[src/rtl/gpio_port_pkg.sv]
package gpio_port_pkg;
  localparam int unsigned BUS_W  = 32;
  localparam int unsigned ADDR_W = 4;

  typedef enum logic [ADDR_W-1:0] {
    REG_MODE   = 4'd0,
    REG_OTYPE  = 4'd1,
    REG_SPEED  = 4'd2,
    REG_PULL   = 4'd3,
    REG_IN     = 4'd4,
    REG_OUT    = 4'd5,
    REG_SETCLR = 4'd6,
    REG_LOCK   = 4'd7,
    REG_AF_LO  = 4'd8,
    REG_AF_HI  = 4'd9
  } reg_addr_e;

  typedef enum logic [1:0] {
    MD_IN  = 2'b00,
    MD_OUT = 2'b01,
    MD_ALT = 2'b10,
    MD_ANA = 2'b11
  } pin_mode_e;

  localparam logic [1:0] PL_UP = 2'b01;
  localparam logic [1:0] PL_DN = 2'b10;
endpackage

[src/rtl/gpio_in_sync.sv]
module gpio_in_sync #(
  parameter int unsigned W = 16
) (
  input  logic         clk_i,
  input  logic         rst_ni,
  input  logic [W-1:0] d_i,
  output logic [W-1:0] q_o
);
  logic [W-1:0] s1_q, s2_q;

  always_ff @(posedge clk_i or negedge rst_ni) begin
    if (!rst_ni) begin
      s1_q <= '0;
      s2_q <= '0;
    end else begin
      s1_q <= d_i;
      s2_q <= s1_q;
    end
  end

  assign q_o = s2_q;
endmodule

[src/rtl/gpio_lock_fsm.sv]
module gpio_lock_fsm #(
  parameter int unsigned NPINS = 16
) (
  input  logic             clk_i,
  input  logic             rst_ni,
  input  logic             acc_i,
  input  logic             we_i,
  input  logic             key_i,
  input  logic [NPINS-1:0] mask_i,
  output logic [NPINS-1:0] lock_o,
  output logic             done_o
);
  typedef enum logic [2:0] {LK_IDLE, LK_K1, LK_K0, LK_K1B, LK_RD1} lk_state_e;

  lk_state_e        st_q;
  logic [NPINS-1:0] mask_q, lock_q;
  logic             done_q;
  logic             same_mask;

  assign same_mask = (mask_i == mask_q);

  always_ff @(posedge clk_i or negedge rst_ni) begin
    if (!rst_ni) begin
      st_q   <= LK_IDLE;
      mask_q <= '0;
      lock_q <= '0;
      done_q <= 1'b0;
    end else if (acc_i && !done_q) begin
      st_q <= LK_IDLE;  // any mismatch restarts
      case (st_q)
        LK_IDLE: if (we_i && key_i) begin
          st_q   <= LK_K1;
          mask_q <= mask_i;
        end
        LK_K1:  if (we_i && !key_i && same_mask) st_q <= LK_K0;
        LK_K0:  if (we_i && key_i && same_mask)  st_q <= LK_K1B;
        LK_K1B: if (!we_i) st_q <= LK_RD1;
        LK_RD1: if (!we_i) begin
          lock_q <= mask_q;
          done_q <= 1'b1;
        end
        default: st_q <= LK_IDLE;
      endcase
    end
  end

  assign lock_o = lock_q;
  assign done_o = done_q;
endmodule

[src/rtl/gpio_pad_ctrl.sv]
module gpio_pad_ctrl
  import gpio_port_pkg::*;
#(
  parameter int unsigned NPINS = 16
) (
  input  logic [2*NPINS-1:0] mode_i,
  input  logic [NPINS-1:0]   otype_i,
  input  logic [2*NPINS-1:0] pull_i,
  input  logic [NPINS-1:0]   out_i,
  input  logic [NPINS-1:0]   alt_i,
  output logic [NPINS-1:0]   oe_o,
  output logic [NPINS-1:0]   do_o,
  output logic [NPINS-1:0]   pu_o,
  output logic [NPINS-1:0]   pd_o,
  output logic [NPINS-1:0]   ana_o
);
  for (genvar p = 0; p < NPINS; p++) begin : g_pin
    pin_mode_e md;
    logic      drv, val;

    assign md = pin_mode_e'(mode_i[2*p +: 2]);

    always_comb begin
      drv = (md == MD_OUT) || (md == MD_ALT);
      val = (md == MD_ALT) ? alt_i[p] : out_i[p];
    end

    // open-drain: drive low only, release for 1
    assign oe_o[p]  = drv & (~otype_i[p] | ~val);
    assign do_o[p]  = drv & ~otype_i[p] & val;
    assign ana_o[p] = (md == MD_ANA);
    assign pu_o[p]  = (md != MD_ANA) && (pull_i[2*p +: 2] == PL_UP);
    assign pd_o[p]  = (md != MD_ANA) && (pull_i[2*p +: 2] == PL_DN);
  end
endmodule

[src/rtl/gpio_port.sv]
module gpio_port
  import gpio_port_pkg::*;
#(
  parameter int unsigned NPINS = 16
) (
  input  logic              clk_i,
  input  logic              rst_ni,
  input  logic              bus_req_i,
  input  logic              bus_we_i,
  input  logic [ADDR_W-1:0] bus_addr_i,
  input  logic [BUS_W-1:0]  bus_wdata_i,
  output logic [BUS_W-1:0]  bus_rdata_o,
  input  logic [NPINS-1:0]  pin_i,
  input  logic [NPINS-1:0]  alt_val_i,
  output logic [NPINS-1:0]  pad_oe_o,
  output logic [NPINS-1:0]  pad_do_o,
  output logic [NPINS-1:0]  pull_up_o,
  output logic [NPINS-1:0]  pull_dn_o
);
  localparam int unsigned MW      = 2 * NPINS;
  localparam int unsigned AFW     = 4 * NPINS;
  localparam int unsigned AF_HI_W = AFW - BUS_W;

  logic [MW-1:0]    mode_q, speed_q, pull_q, lk2;
  logic [AFW-1:0]   af_q, lk4;
  logic [NPINS-1:0] otype_q, out_q, lock_q, ana, in_sync;
  logic             lock_done;
  logic [BUS_W-1:0] rd_c, rd_q;
  logic             wr, rd;

  assign wr = bus_req_i & bus_we_i;
  assign rd = bus_req_i & ~bus_we_i;

  always_comb begin
    for (int p = 0; p < NPINS; p++) begin
      lk2[2*p +: 2] = {2{lock_q[p]}};
      lk4[4*p +: 4] = {4{lock_q[p]}};
    end
  end

  gpio_lock_fsm #(.NPINS(NPINS)) u_lock (
    .clk_i  (clk_i),
    .rst_ni (rst_ni),
    .acc_i  (bus_req_i && (bus_addr_i == REG_LOCK)),
    .we_i   (bus_we_i),
    .key_i  (bus_wdata_i[NPINS]),
    .mask_i (bus_wdata_i[NPINS-1:0]),
    .lock_o (lock_q),
    .done_o (lock_done)
  );

  gpio_in_sync #(.W(NPINS)) u_sync (
    .clk_i  (clk_i),
    .rst_ni (rst_ni),
    .d_i    (pin_i),
    .q_o    (in_sync)
  );

  always_ff @(posedge clk_i or negedge rst_ni) begin
    if (!rst_ni) begin
      mode_q  <= '0;
      otype_q <= '0;
      speed_q <= '0;
      pull_q  <= '0;
      af_q    <= '0;
      out_q   <= '0;
    end else if (wr) begin
      case (bus_addr_i)
        REG_MODE:   mode_q  <= (mode_q & lk2) | (bus_wdata_i[MW-1:0] & ~lk2);
        REG_OTYPE:  otype_q <= (otype_q & lock_q) | (bus_wdata_i[NPINS-1:0] & ~lock_q);
        REG_SPEED:  speed_q <= (speed_q & lk2) | (bus_wdata_i[MW-1:0] & ~lk2);
        REG_PULL:   pull_q  <= (pull_q & lk2) | (bus_wdata_i[MW-1:0] & ~lk2);
        REG_OUT:    out_q   <= bus_wdata_i[NPINS-1:0];
        REG_SETCLR: out_q   <= (out_q & ~bus_wdata_i[2*NPINS-1:NPINS]) | bus_wdata_i[NPINS-1:0];
        REG_AF_LO:  af_q[BUS_W-1:0] <= (af_q[BUS_W-1:0] & lk4[BUS_W-1:0])
                                     | (bus_wdata_i & ~lk4[BUS_W-1:0]);
        REG_AF_HI:  af_q[AFW-1:BUS_W] <= (af_q[AFW-1:BUS_W] & lk4[AFW-1:BUS_W])
                                       | (bus_wdata_i[AF_HI_W-1:0] & ~lk4[AFW-1:BUS_W]);
        default: ;
      endcase
    end
  end

  always_comb begin
    rd_c = '0;
    case (bus_addr_i)
      REG_MODE:  rd_c[MW-1:0]    = mode_q;
      REG_OTYPE: rd_c[NPINS-1:0] = otype_q;
      REG_SPEED: rd_c[MW-1:0]    = speed_q;
      REG_PULL:  rd_c[MW-1:0]    = pull_q;
      REG_IN:    rd_c[NPINS-1:0] = in_sync & ~ana;
      REG_OUT:   rd_c[NPINS-1:0] = out_q;
      REG_LOCK: begin
        rd_c[NPINS-1:0] = lock_q;
        rd_c[NPINS]     = lock_done;
      end
      REG_AF_LO: rd_c = af_q[BUS_W-1:0];
      REG_AF_HI: rd_c[AF_HI_W-1:0] = af_q[AFW-1:BUS_W];
      default: ;
    endcase
  end

  always_ff @(posedge clk_i or negedge rst_ni) begin
    if (!rst_ni)  rd_q <= '0;
    else if (rd)  rd_q <= rd_c;
  end

  assign bus_rdata_o = rd_q;

  gpio_pad_ctrl #(.NPINS(NPINS)) u_pad (
    .mode_i  (mode_q),
    .otype_i (otype_q),
    .pull_i  (pull_q),
    .out_i   (out_q),
    .alt_i   (alt_val_i),
    .oe_o    (pad_oe_o),
    .do_o    (pad_do_o),
    .pu_o    (pull_up_o),
    .pd_o    (pull_dn_o),
    .ana_o   (ana)
  );
endmodule

[config.mk]
export PLATFORM = sky130hd
export DESIGN_NAME = gpio_port
export DESIGN_NICKNAME = d
export VERILOG_FILES = /design/src/rtl/gpio_port_pkg.sv /design/src/rtl/gpio_in_sync.sv /design/src/rtl/gpio_lock_fsm.sv /design/src/rtl/gpio_pad_ctrl.sv /design/src/rtl/gpio_port.sv
export SDC_FILE = /design/constraint.sdc
export NUM_CORES = 1
export LEC_CHECK = 0
export ABC_AREA = 1
export BUFFER_PORTS_ARGS = -buffer_cell sky130_fd_sc_hd__buf_2
export CAP_MARGIN = 25
export CORE_ASPECT_RATIO = 0.7
export CORE_MARGIN = 4
export CORE_UTILIZATION = 25
export CTS_CLUSTER_DIAMETER = 60
export CTS_CLUSTER_SIZE = 20
export DETAILED_ROUTE_END_ITERATION = 6
export PLACE_DENSITY = 0.41
export SLEW_MARGIN = 20
export SYNTH_ARGS = -nofsm -noshare
export SYNTH_HDL_FRONTEND = slang
export SYNTH_SLANG_ARGS = --single-unit
[constraint.sdc]
create_clock -name clk_i -period 1.82 [get_ports clk_i]
set_input_delay 0.455 -clock clk_i [delete_from_list [all_inputs] [get_ports clk_i]]
set_output_delay 0.455 -clock clk_i [all_outputs]
set_load 0.01 [all_outputs]
### Word level (Yosys, flattened, before mapping)

Cells that the tools add are included.

| storage, ports and cells | value |
|---|---|
| input port bits | 72 |
| output and inout port bits | 96 |
| flip-flop bits (word level) | 292 |
| logic and storage cells | 341 |

| cells by class | value |
|---|---|
| equality and inequality tests | 110 |
| reduce and logical (&&, ||, !) cells | 68 |
| multiplexer cells | 25 |
| bitwise logic cells | 124 |

Operators with widths:

| operator | count |
|---|---|
| AND 32 bit | 8 |
| OR 32 bit | 5 |
| one-hot mux 16 bit (9 select lines) | 1 |
| == test 2 bit (second input constant) | 48 |
| NOT 32 bit | 3 |
| one-hot mux 15 bit (5 select lines) | 1 |
| AND 16 bit | 4 |
| == test 2 x 1 -> 1 bit (second input constant) | 32 |
| AND 1 bit | 50 |
| NOT 16 bit | 3 |
| logical AND 1 bit | 38 |
| NOT 1 bit | 33 |
| inequality test 2 bit (second input constant) | 16 |
| OR 16 bit | 2 |
| one-hot mux 16 bit (2 select lines) | 1 |
| 2-to-1 mux 1 bit | 17 |
| == test 16 bit | 1 |
| == test 4 x 3 -> 1 bit (second input constant) | 4 |
| logical OR 1 bit | 16 |
| OR 1 bit | 16 |
| AND reduction 2 bit | 7 |
| one-hot mux 3 bit (4 select lines) | 1 |
| == test 4 x 2 -> 1 bit (second input constant) | 2 |
| == test 4 bit (second input constant) | 2 |
| 12 further kinds | 16 |

### Longest topological paths before layout

Gate-level depths: netlist of run 1.

| depth | value |
|---|---|
| word-level depth | 5 |
| gate-level depth with buffers | 10 |
| gate-level depth less buffers | 10 |

### Cells and area by module

From an unflattened synthesis of run 1, not the netlist that was laid out.

| second synthesis, totals | value |
|---|---|
| cell total of the unflattened synthesis | 1925 |
| area, all modules | 14619.0 um^2 |

Modules (own cells, without submodules):

| module | sequential area each (um^2) | cells an instance | area an instance (um^2) | instances |
|---|---|---|---|---|
| gpio_port | 5605.4 | 1355 | 10430.0 | 1 |
| gpio_lock_fsm | 900.9 | 218 | 1826.8 | 1 |
| gpio_pad_ctrl | 0.0 | 320 | 1561.5 | 1 |
| gpio_in_sync | 800.8 | 32 | 800.8 | 1 |

### Worst setup path before layout of run 1

Ideal clock, no wire load.

| timing path | value |
|---|---|
| path type | flip-flop to output port |
| from | register with a tool-made name |
| to | output port pad_do_o[0] |
| stages on the path, launching flop included | 5 |
| required time | 1365 ps |
| path buffers | 0 |
| slack | 243 ps |
| arrival time | 1122 ps |
| path through | dfrtp_1 > inv_1 > ha_1 > o21ai_0 > nor3b_1 |

RTL lines:

| what | RTL line | RTL |
|---|---|---|
| end: declaration | gpio_port.sv:16 | `output logic [NPINS-1:0] pad_do_o,` |

==> results.yml, run 1 <==
critical_path:
  critPathArrivalTime_ns: 1.81
  crit_path_end_kind: "primary output"
  worstPathCellList: "ha_2, o21ai_2, inv_1, a21oi_2, buf_2"
  worstPathRequired_ns: 1.36
  worst-setup-path-type: "flip-flop to primary output"
  start_kind: "flip-flop"
  cp_num_buf_inv: 2
  slowest_stage: "dfrtp_1"
  max_stage_delay_ns: 0.40
  path_max_fanout: 2
  cp_top_family: "flip-flops"
cts:
  cts_tree: "yes"
  clockBufferDepth: 3
  path_clk_slew_ns: 0.08
  numCtsBuffers: 29
  cts_root_buf: "clkbuf_16"
  clkLatencyLatePin_ns: 0.59
  clkSinkCount: 292
  htreeDepth: 1
synthesis:
  netlist_area_mm2: 0.0139
  synth_top_area_share_pct: 52.7
  yosysTopAreaCell: "dfrtp_1"
  ys_types: 31
  yosys_warnings: 0
  synthesis.nets: 1806
  synth_area_leaders: "dfrtp_1, nand2_1, o21ai_0, inv_1, ha_1"
  synthCells: 1702
  ys_seq_area_share_pct: 52.7
  syn_avg_cell_area_um2: 8.14
  synth-seq-cells: 292
die:
  dieHeight_um: 205
  initial_utilization_pct: 25.5
  die_width_um: 289
  core_area_mm2: 0.0543
  ios: 168
  placementRows: 71
  dieArea_mm2: 0.0593
timing:
  max_freq_mhz: 442
  post-route-period-util_pct: 124
  setup_ws_ns: -0.441
  finalMaxSlewViolations: 0
  period_needed_ns: 2.26
  tightest_slew_ns: 0.523
  fin_skew_ns: 0.0227
  hold_ws_ns: 0.115
  finalHoldViolCount: 0
  setup_violations: 64
  maxSlewHeadroom_pct: 64.9
  rsz0062_at_grt: "yes"
routing:
  drt-total-wl_mm: 56.7
  wl_met1_mm: 28.8
  drc: 0
  firstDrtPassIters: 5
  top_layer: "met5"
  wl_per_cell_um: 20.1
  dr.first_iter.drc_count: 1151
  vias: 12978
  wl_met2_mm: 23.4
  ant_nets: 0
  viasPerCell: 4.61
  dr_wl_met3_mm: 3.23
power_and_ir_drop:
  ir_drop_uv: 598
  switchingPower_w: 0.00509
  powerDensity_mw_per_mm2: 856
  p_sw_share_pct: 30.6
  p_clk_share_pct: 38.6
  p_seq_share_pct: 45.1
  p_leak_nw: 9.25
  intPower_w: 0.0116
  comb_power_share_pct: 16.3
status:
  status: "finished with violations"
  failed_checks: "negative setup slack"
global_route:
  antenna_found_initial: 2
  grt_overflow_total: 0
  globalRouteTotalUtil_pct: 18.9
  grt_max_degree: 61
  grt_pass1_vias: 12539
  grt_pass1_wl_mm: 83.7
place:
  gp_congestion: 0.816
  place_hpwl_mm: 41.6
  io_buffers: 167
  dp.cells: 2675
final_layout:
  drive_gt1_share_pct: 29.6
  insertedDiodeCount: 0
  area_growth_pct: 40.5
  mostFrequentLayoutCells: "nand2_1, dfrtp_1, o21ai_0"
  final_common_cell: "nand2_1"
  fin_nets: 2171
  layout.cells.non_filler: 2818
job:
  cap_violations: 0
worst_hold_path:
  hold_path.class: "primary input to flip-flop"
## power groups by stage
stage	clock network [W]	logic, W	registers [W]
floorplan	0	0.000988	0.00739
global placement	0	0.00207	0.00755
detailed placement	0	0.00209	0.00755
CTS	0.00660	0.00242	0.00748
global route	0.00685	0.00303	0.00758
finish	0.00643	0.00272	0.00751
## worst register-to-register path, cell delays in order (launching register included)
cell and delay [ns]:
dfrtp_2 0.44, buf_6 0.13, ha_4 0.17, buf_4 0.13, inv_1 0.21, nand4_1 0.14
nand3_1 0.17, nor2_1 0.06, nand2_1 0.08, nand2_1 0.06, nand2_1 0.06
## layout make-up
| cell class | count | area, um^2 |
|---|---|---|
| fill | 5622 | 34800 |
| sequential | 292 | 7320 |
| multi-input combinational | 1195 | 6680 |
| timing repair buffer | 376 | 2920 |
| tap | 730 | 913 |
| clock buffer | 31 | 753 |
| inverter | 173 | 649 |
| clock inverter | 21 | 244 |
## path summary, 6_finish.rpt
check,endpoint,start,cells after the start,slack (ns)
min in group asynchronous,async pin,rst_ni,2,0.37
max reg2reg,bus_rdata_o[9],flip-flop,10,0.10
max,pad_oe_o[7],flip-flop,5,-0.44
min reg2reg,u_sync.q_o[14],u_sync.s1_q[14],0,0.34
max in group asynchronous,u_lock.mask_q[10],rst_ni,3,0.74
min,out_q[7],bus_wdata_i[7],3,0.11
## layer usage
metal  vias to the layer above  global-route usage [%]
li1                       6238                       -
met1                      6321                    29.9
met2                       354                    26.7
met3                        63                    3.40
met4                         2                    3.81
met5                         -                       0
## cells in the mapped netlist, drive strengths merged
cell    number
o22ai        1
nand4       12
clkbuf      16
nor3        56
a21oi       56
nor2       102
buf         26
dfrtp      292
nand2      584
a31oi       19
xnor2       10
a22oi        1
inv        173
nor3b        1
o21ai      253
nand3       68
ha          32
## timing repair
item / in CTS / in global routing
hold endpoints to repair: 44 / 0
hold buffers: 17 / 0
pin swaps: 57 / 39
gates cloned: 0 / 0
endpoints found under the setup margin: 64 / 64
buffers inserted: 45 / 32
resized for setup: 186 / 87
## through the flow
step / TNS, ns / setup slack (ns) / cell area (um^2) / total power, W / utilization [%]
floorplan: 0 / 0.243 / 13900 / 0.00838 / -
detailed placement: -2.13 / -0.149 / 16600 / 0.00964 / 30.6
finish: -16.33 / -0.441 / 19500 / 0.0167 / 35.9
global placement: -1.27 / -0.159 / 16600 / 0.00962 / 30.6
CTS: -17.53 / -0.428 / 18800 / 0.0165 / 34.7
global route: -21.08 / -0.522 / 19500 / 0.0175 / 35.9
## kinds of logic after synthesis
logic type / count (synthesis) / share of synthesized area [%]
buffers and inverters: 215 / 6.36
flip-flops: 292 / 52.7
AND/OR/NAND/NOR: 823 / 24.8
AO/OA/AOI/OAI: 330 / 12.6
XOR/XNOR: 10 / 0.632
adder cells (fa/ha/maj): 32 / 2.89
No activity file was read; power rests on OpenSTA's default activity.
==> run 2: changes to the inputs <==
--- a/config.mk
+++ b/config.mk
@@ -11,10 +11,12 @@
 export CORE_ASPECT_RATIO = 0.7
 export CORE_MARGIN = 4
 export CORE_UTILIZATION = 25
+export CTS_BUF_LIST = sky130_fd_sc_hd__clkbuf_8
 export CTS_CLUSTER_DIAMETER = 60
 export CTS_CLUSTER_SIZE = 20
 export DETAILED_ROUTE_END_ITERATION = 6
 export PLACE_DENSITY = 0.41
+export SETUP_SLACK_MARGIN = 0.15
 export SLEW_MARGIN = 20
 export SYNTH_ARGS = -nofsm -noshare
 export SYNTH_HDL_FRONTEND = slang
==> constraint.sdc (replaced) <==
create_clock -name clk_i -period 2.6 [get_ports clk_i]
set_input_delay 0.65 -clock clk_i [delete_from_list [all_inputs] [get_ports clk_i]]
set_output_delay 0.65 -clock clk_i [all_outputs]
set_load 0.01 [all_outputs]
==> results.yml, run 2 (synthesis gave the netlist of run 1 again) <==
die:
  initial_utilization_pct: 25.5
  ios: 168
  die_width_um: 289
  core_area_mm2: 0.0543
  dieArea_mm2: 0.0593
  placementRows: 71
  dieHeight_um: 205
cts:
  clkSinkCount: 292
  htreeDepth: 1
  numCtsBuffers: 30
  clkLatencyLatePin_ns: 0.64
  cts_root_buf: "clkbuf_8"
  cts_tree: "yes"
  clockBufferDepth: 3
  path_clk_slew_ns: 0.11
timing:
  fin_skew_ns: 0.0311
  rsz0062_at_grt: "yes"
  tightest_slew_ns: 1.06
  period_needed_ns: 2.44
  max_freq_mhz: 411
  setup_ws_ns: 0.164
  post-route-period-util_pct: 93.7
  maxSlewHeadroom_pct: 29.1
  finalHoldViolCount: 0
  hold_ws_ns: 0.110
  setup_violations: 0
  finalSetupTns_ns: 0
  finalMaxSlewViolations: 0
final_layout:
  mostFrequentLayoutCells: "nand2_1, dfrtp_1, buf_2"
  fin_nets: 2051
  drive_gt1_share_pct: 24.5
  insertedDiodeCount: 0
  area_growth_pct: 26.5
  final_common_cell: "nand2_1"
  finalInstanceArea_mm2: 0.0175
status:
  status: "finished, final reports clean"
power_and_ir_drop:
  p_leak_nw: 8.46
  ir_drop_uv: 348
  powerDensity_mw_per_mm2: 605
critical_path:
  path_max_fanout: 2
  start_kind: "flip-flop"
  critPathArrivalTime_ns: 1.79
  worst-setup-path-type: "flip-flop to primary output"
  crit_path_end_kind: "primary output"
  worstPathRequired_ns: 1.95
routing:
  ant_nets: 0
  drt-total-wl_mm: 55.4
  viasPerCell: 4.60
  wl_per_cell_um: 20.5
  vias: 12423
  dr.first_iter.drc_count: 921
  firstDrtPassIters: 5
  drc: 0
worst_hold_path:
  hold_path.class: "primary input to flip-flop"
place:
  place_hpwl_mm: 40.0
  dp_slack_ns: 0.143
  io_buffers: 167
  dpl_cell_area_mm2: 0.0159
  gp_congestion: 0.857
global_route:
  antenna_found_initial: 3
  grt_pass1_wl_mm: 81.8
  grt_max_degree: 83
  grt_pass1_vias: 12251
  grt_overflow_total: 0
  globalRouteTotalUtil_pct: 18.5
job:
  cap_violations: 0
-- run 2: changes by cell type in the layout (fill, tap and decap cells not counted), moves of 18 or more --
cell and change:
ha_4 -18, clkbuf_8 +30, buf_4 -70, clkbuf_16 -29, buf_6 -30
-- run 2: routing by layer --
metal,share of wire (%),GRT usage (%),up-vias
li1,-,-,5974
met1,50,28.8,6014
met2,41,26.8,368
met3,6.7,3.54,63
met4,1.8,3.23,4
met5,0.043,0,-
-- run 2: timing repair --
action / in CTS / in global routing
resized for setup: 79 / 83
cloned: 0 / 0
hold buffers: 1 / 0
buffers inserted: 30 / 8
hold endpoints to repair: 36 / 0
setup endpoints to repair: 37 / 50
pin swaps: 13 / 30
-- run 2: power by group --
part | total (W) | switching [W] | internal [W]
Clock | 0.00378 | 0.00196 | 0.00181
Combinational | 0.00157 | 0.000960 | 0.000610
Sequential | 0.00527 | 0.000381 | 0.00488
-- run 2: layout make-up --
| class | count | area, um^2 |
|---|---|---|
| Inverter | 173 | 649 |
| Multi-Input combinational cell | 1195 | 6240 |
| Clock buffer | 32 | 440 |
| Clock inverter | 23 | 318 |
| Sequential cell | 292 | 7320 |
| Timing Repair Buffer | 255 | 1660 |
| Tap cell | 730 | 913 |
| Fill cell | 5775 | 36700 |
-- run 2: through the flow --
step	std cells	util, %	power [W]
after floorplan	1702	-	0.00587
after detailed placement	2606	29.3	0.00666
after global placement	2606	29.3	0.00664
after global routing	2700	32.3	0.0112
after CTS	2692	31.6	0.0106
final	2700	32.3	0.0106
-- run 2: worst paths after layout --
| check | start | to | slack (ns) | cells past startpoint |
|---|---|---|---|---|
| setup / recovery | flip-flop | pad_oe_o[6] | 0.16 | 5 |
| setup reg to reg | flip-flop | bus_rdata_o[18] | 0.24 | 17 |
| min in group asynchronous | rst_ni | async pin | 0.53 | 2 |
| max in group asynchronous | rst_ni | async pin | 1.27 | 3 |
| hold / removal | pin_i[8] | u_sync.s1_q[8] | 0.11 | 1 |
| hold reg to reg | u_sync.s1_q[2] | u_sync.q_o[2] | 0.35 | 0 |
-- run 2: critical path, cell delays in order (launching register included) --
cell	delay [ns]
dfrtp_2	0.44
ha_2	0.19
o21ai_2	0.15
inv_1	0.07
a21oi_2	0.15
buf_2	0.16
==> run 3: changes to the inputs <==
--- a/config.mk
+++ b/config.mk
@@ -8,14 +8,15 @@
 export ABC_AREA = 1
 export BUFFER_PORTS_ARGS = -buffer_cell sky130_fd_sc_hd__buf_2
 export CAP_MARGIN = 25
+export CELL_PAD_IN_SITES_DETAIL_PLACEMENT = 0
+export CELL_PAD_IN_SITES_GLOBAL_PLACEMENT = 1
 export CORE_ASPECT_RATIO = 0.7
 export CORE_MARGIN = 4
 export CORE_UTILIZATION = 25
-export CTS_BUF_LIST = sky130_fd_sc_hd__clkbuf_8
 export CTS_CLUSTER_DIAMETER = 60
 export CTS_CLUSTER_SIZE = 20
 export DETAILED_ROUTE_END_ITERATION = 6
-export PLACE_DENSITY = 0.41
+export PLACE_DENSITY = 0.51
 export SETUP_SLACK_MARGIN = 0.15
 export SLEW_MARGIN = 20
 export SYNTH_ARGS = -nofsm -noshare
==> results.yml, run 3 (synthesis gave the netlist of run 1 again) <==
status:
  status: "finished, final reports clean"
power_and_ir_drop:
  powerDensity_mw_per_mm2: 642
  ir_drop_uv: 444
  p_leak_nw: 8.52
global_route:
  grt_overflow_total: 0
  grt_max_degree: 71
  grt_pass1_wl_mm: 83.2
  antenna_found_initial: 3
  globalRouteTotalUtil_pct: 19.0
  grt_pass1_vias: 12080
timing:
  max_freq_mhz: 414
  setup_ws_ns: 0.186
  maxSlewHeadroom_pct: 58.4
  setup_violations: 0
  finalMaxSlewViolations: 0
  finalHoldViolCount: 0
  fin_skew_ns: 0.0209
  finalSetupTns_ns: 0
  post-route-period-util_pct: 92.9
  rsz0062_at_grt: "yes"
  period_needed_ns: 2.41
  tightest_slew_ns: 0.623
critical_path:
  critPathArrivalTime_ns: 1.76
  r2r_end: "bus_rdata_o[11]"
  start_kind: "flip-flop"
  crit_path_end_kind: "primary output"
  ff2ff_setup_slack_ns: 0.85
  ff2ff_path_depth: 8
  path_max_fanout: 4
  worstPathRequired_ns: 1.95
  worst-setup-path-type: "flip-flop to primary output"
cts:
  cts_root_buf: "clkbuf_16"
  clkSinkCount: 292
  htreeDepth: 1
  clockBufferDepth: 3
  path_clk_slew_ns: 0.09
  cts_tree: "yes"
  numCtsBuffers: 29
  clkLatencyLatePin_ns: 0.59
die:
  die_width_um: 289
  initial_utilization_pct: 25.5
  ios: 168
  placementRows: 71
  core_area_mm2: 0.0543
  dieHeight_um: 205
  dieArea_mm2: 0.0593
place:
  gp_congestion: 0.808
  io_buffers: 167
  dp_slack_ns: 0.277
  place_hpwl_mm: 41.7
job:
  cap_violations: 0
routing:
  dr.first_iter.drc_count: 949
  drt-total-wl_mm: 56.6
  viasPerCell: 4.62
  firstDrtPassIters: 5
  wl_per_cell_um: 21.0
  vias: 12412
  ant_nets: 0
  drc: 0
final_layout:
  drive_gt1_share_pct: 21.3
  mostFrequentLayoutCells: "nand2_1, dfrtp_1, buf_2"
  fin_nets: 2042
  final_util_pct: 32.2
  area_growth_pct: 26.0
  final_common_cell: "nand2_1"
  insertedDiodeCount: 0
worst_hold_path:
  min_from: "pin_i[13]"
  hold_path.class: "primary input to flip-flop"
  hold_depth: 1
  holdPathEnd: "u_sync.s1_q[13]"
## run 3: layout make-up
cell class                 count  area [um^2]
inverter                     173          649
fill                        5815        36800
multi-input combinational   1195         5880
timing repair buffer         247         1710
clock buffer                  29          726
tap                          730          913
sequential                   292         7310
clock inverter                22          267
## run 3: routing by layer
layer	routed length, um	vias to the layer above	global-route usage [%]
met5	13	-	0
met4	1080	2	3.37
met3	3660	54	3.92
met2	22800	338	26.8
met1	29000	6032	30.0
li1	-	5986	-
## run 3: worst max-delay path by stage
stage	start	end	slack, ns	depth (start not counted)
4_1_cts	flip-flop	pad_do_o[0]	0.13	4
3_5_place_dp	bus_addr_i[2]	out_q[9]	0.28	10
5_1_grt	flip-flop	pad_oe_o[6]	0.09	7
6_report	flip-flop	pad_do_o[0]	0.19	4
3_3_place_gp	bus_addr_i[2]	out_q[9]	0.27	10
2_1_floorplan	flip-flop	pad_do_o[0]	0.83	4
## run 3: power by group
part           switching (W)  total, W  internal [W]  leakage [nW]
registers           0.000338   0.00522       0.00489          3.80
clock network        0.00218   0.00452       0.00233         0.469
logic               0.000918   0.00147      0.000550          4.25
total                0.00344    0.0112       0.00777          8.52
## run 3: critical path, stage by stage, from the launching register on
cell and delay [ns]:
dfrtp_1 0.42, ha_1 0.22, o21ai_1 0.18, nor3b_2 0.21, buf_2 0.16
## run 3: repair_timing
action / in CTS / in global routing
cloned: 0 / 0
setup endpoints to repair: 22 / 31
gates resized for setup: 30 / 49
endpoints found under the hold margin: 32 / 0
hold buffers: 1 / 0
setup buffers: 6 / 9
pin swaps: 0 / 9
## run 3: stage by stage
stage / total power, W / cells / area [um^2] / hold WS, ns
3_5_place_dp: 0.00667 / 2621 / 16100 / 0.335
2_1_floorplan: 0.00587 / 1702 / 13900 / 0.331
4_1_cts: 0.0113 / 2679 / 17200 / 0.127
6_report: 0.0112 / 2688 / 17500 / 0.157
3_3_place_gp: 0.00666 / 2620 / 16100 / 0.333
5_1_grt: 0.0117 / 2688 / 17500 / 0.136
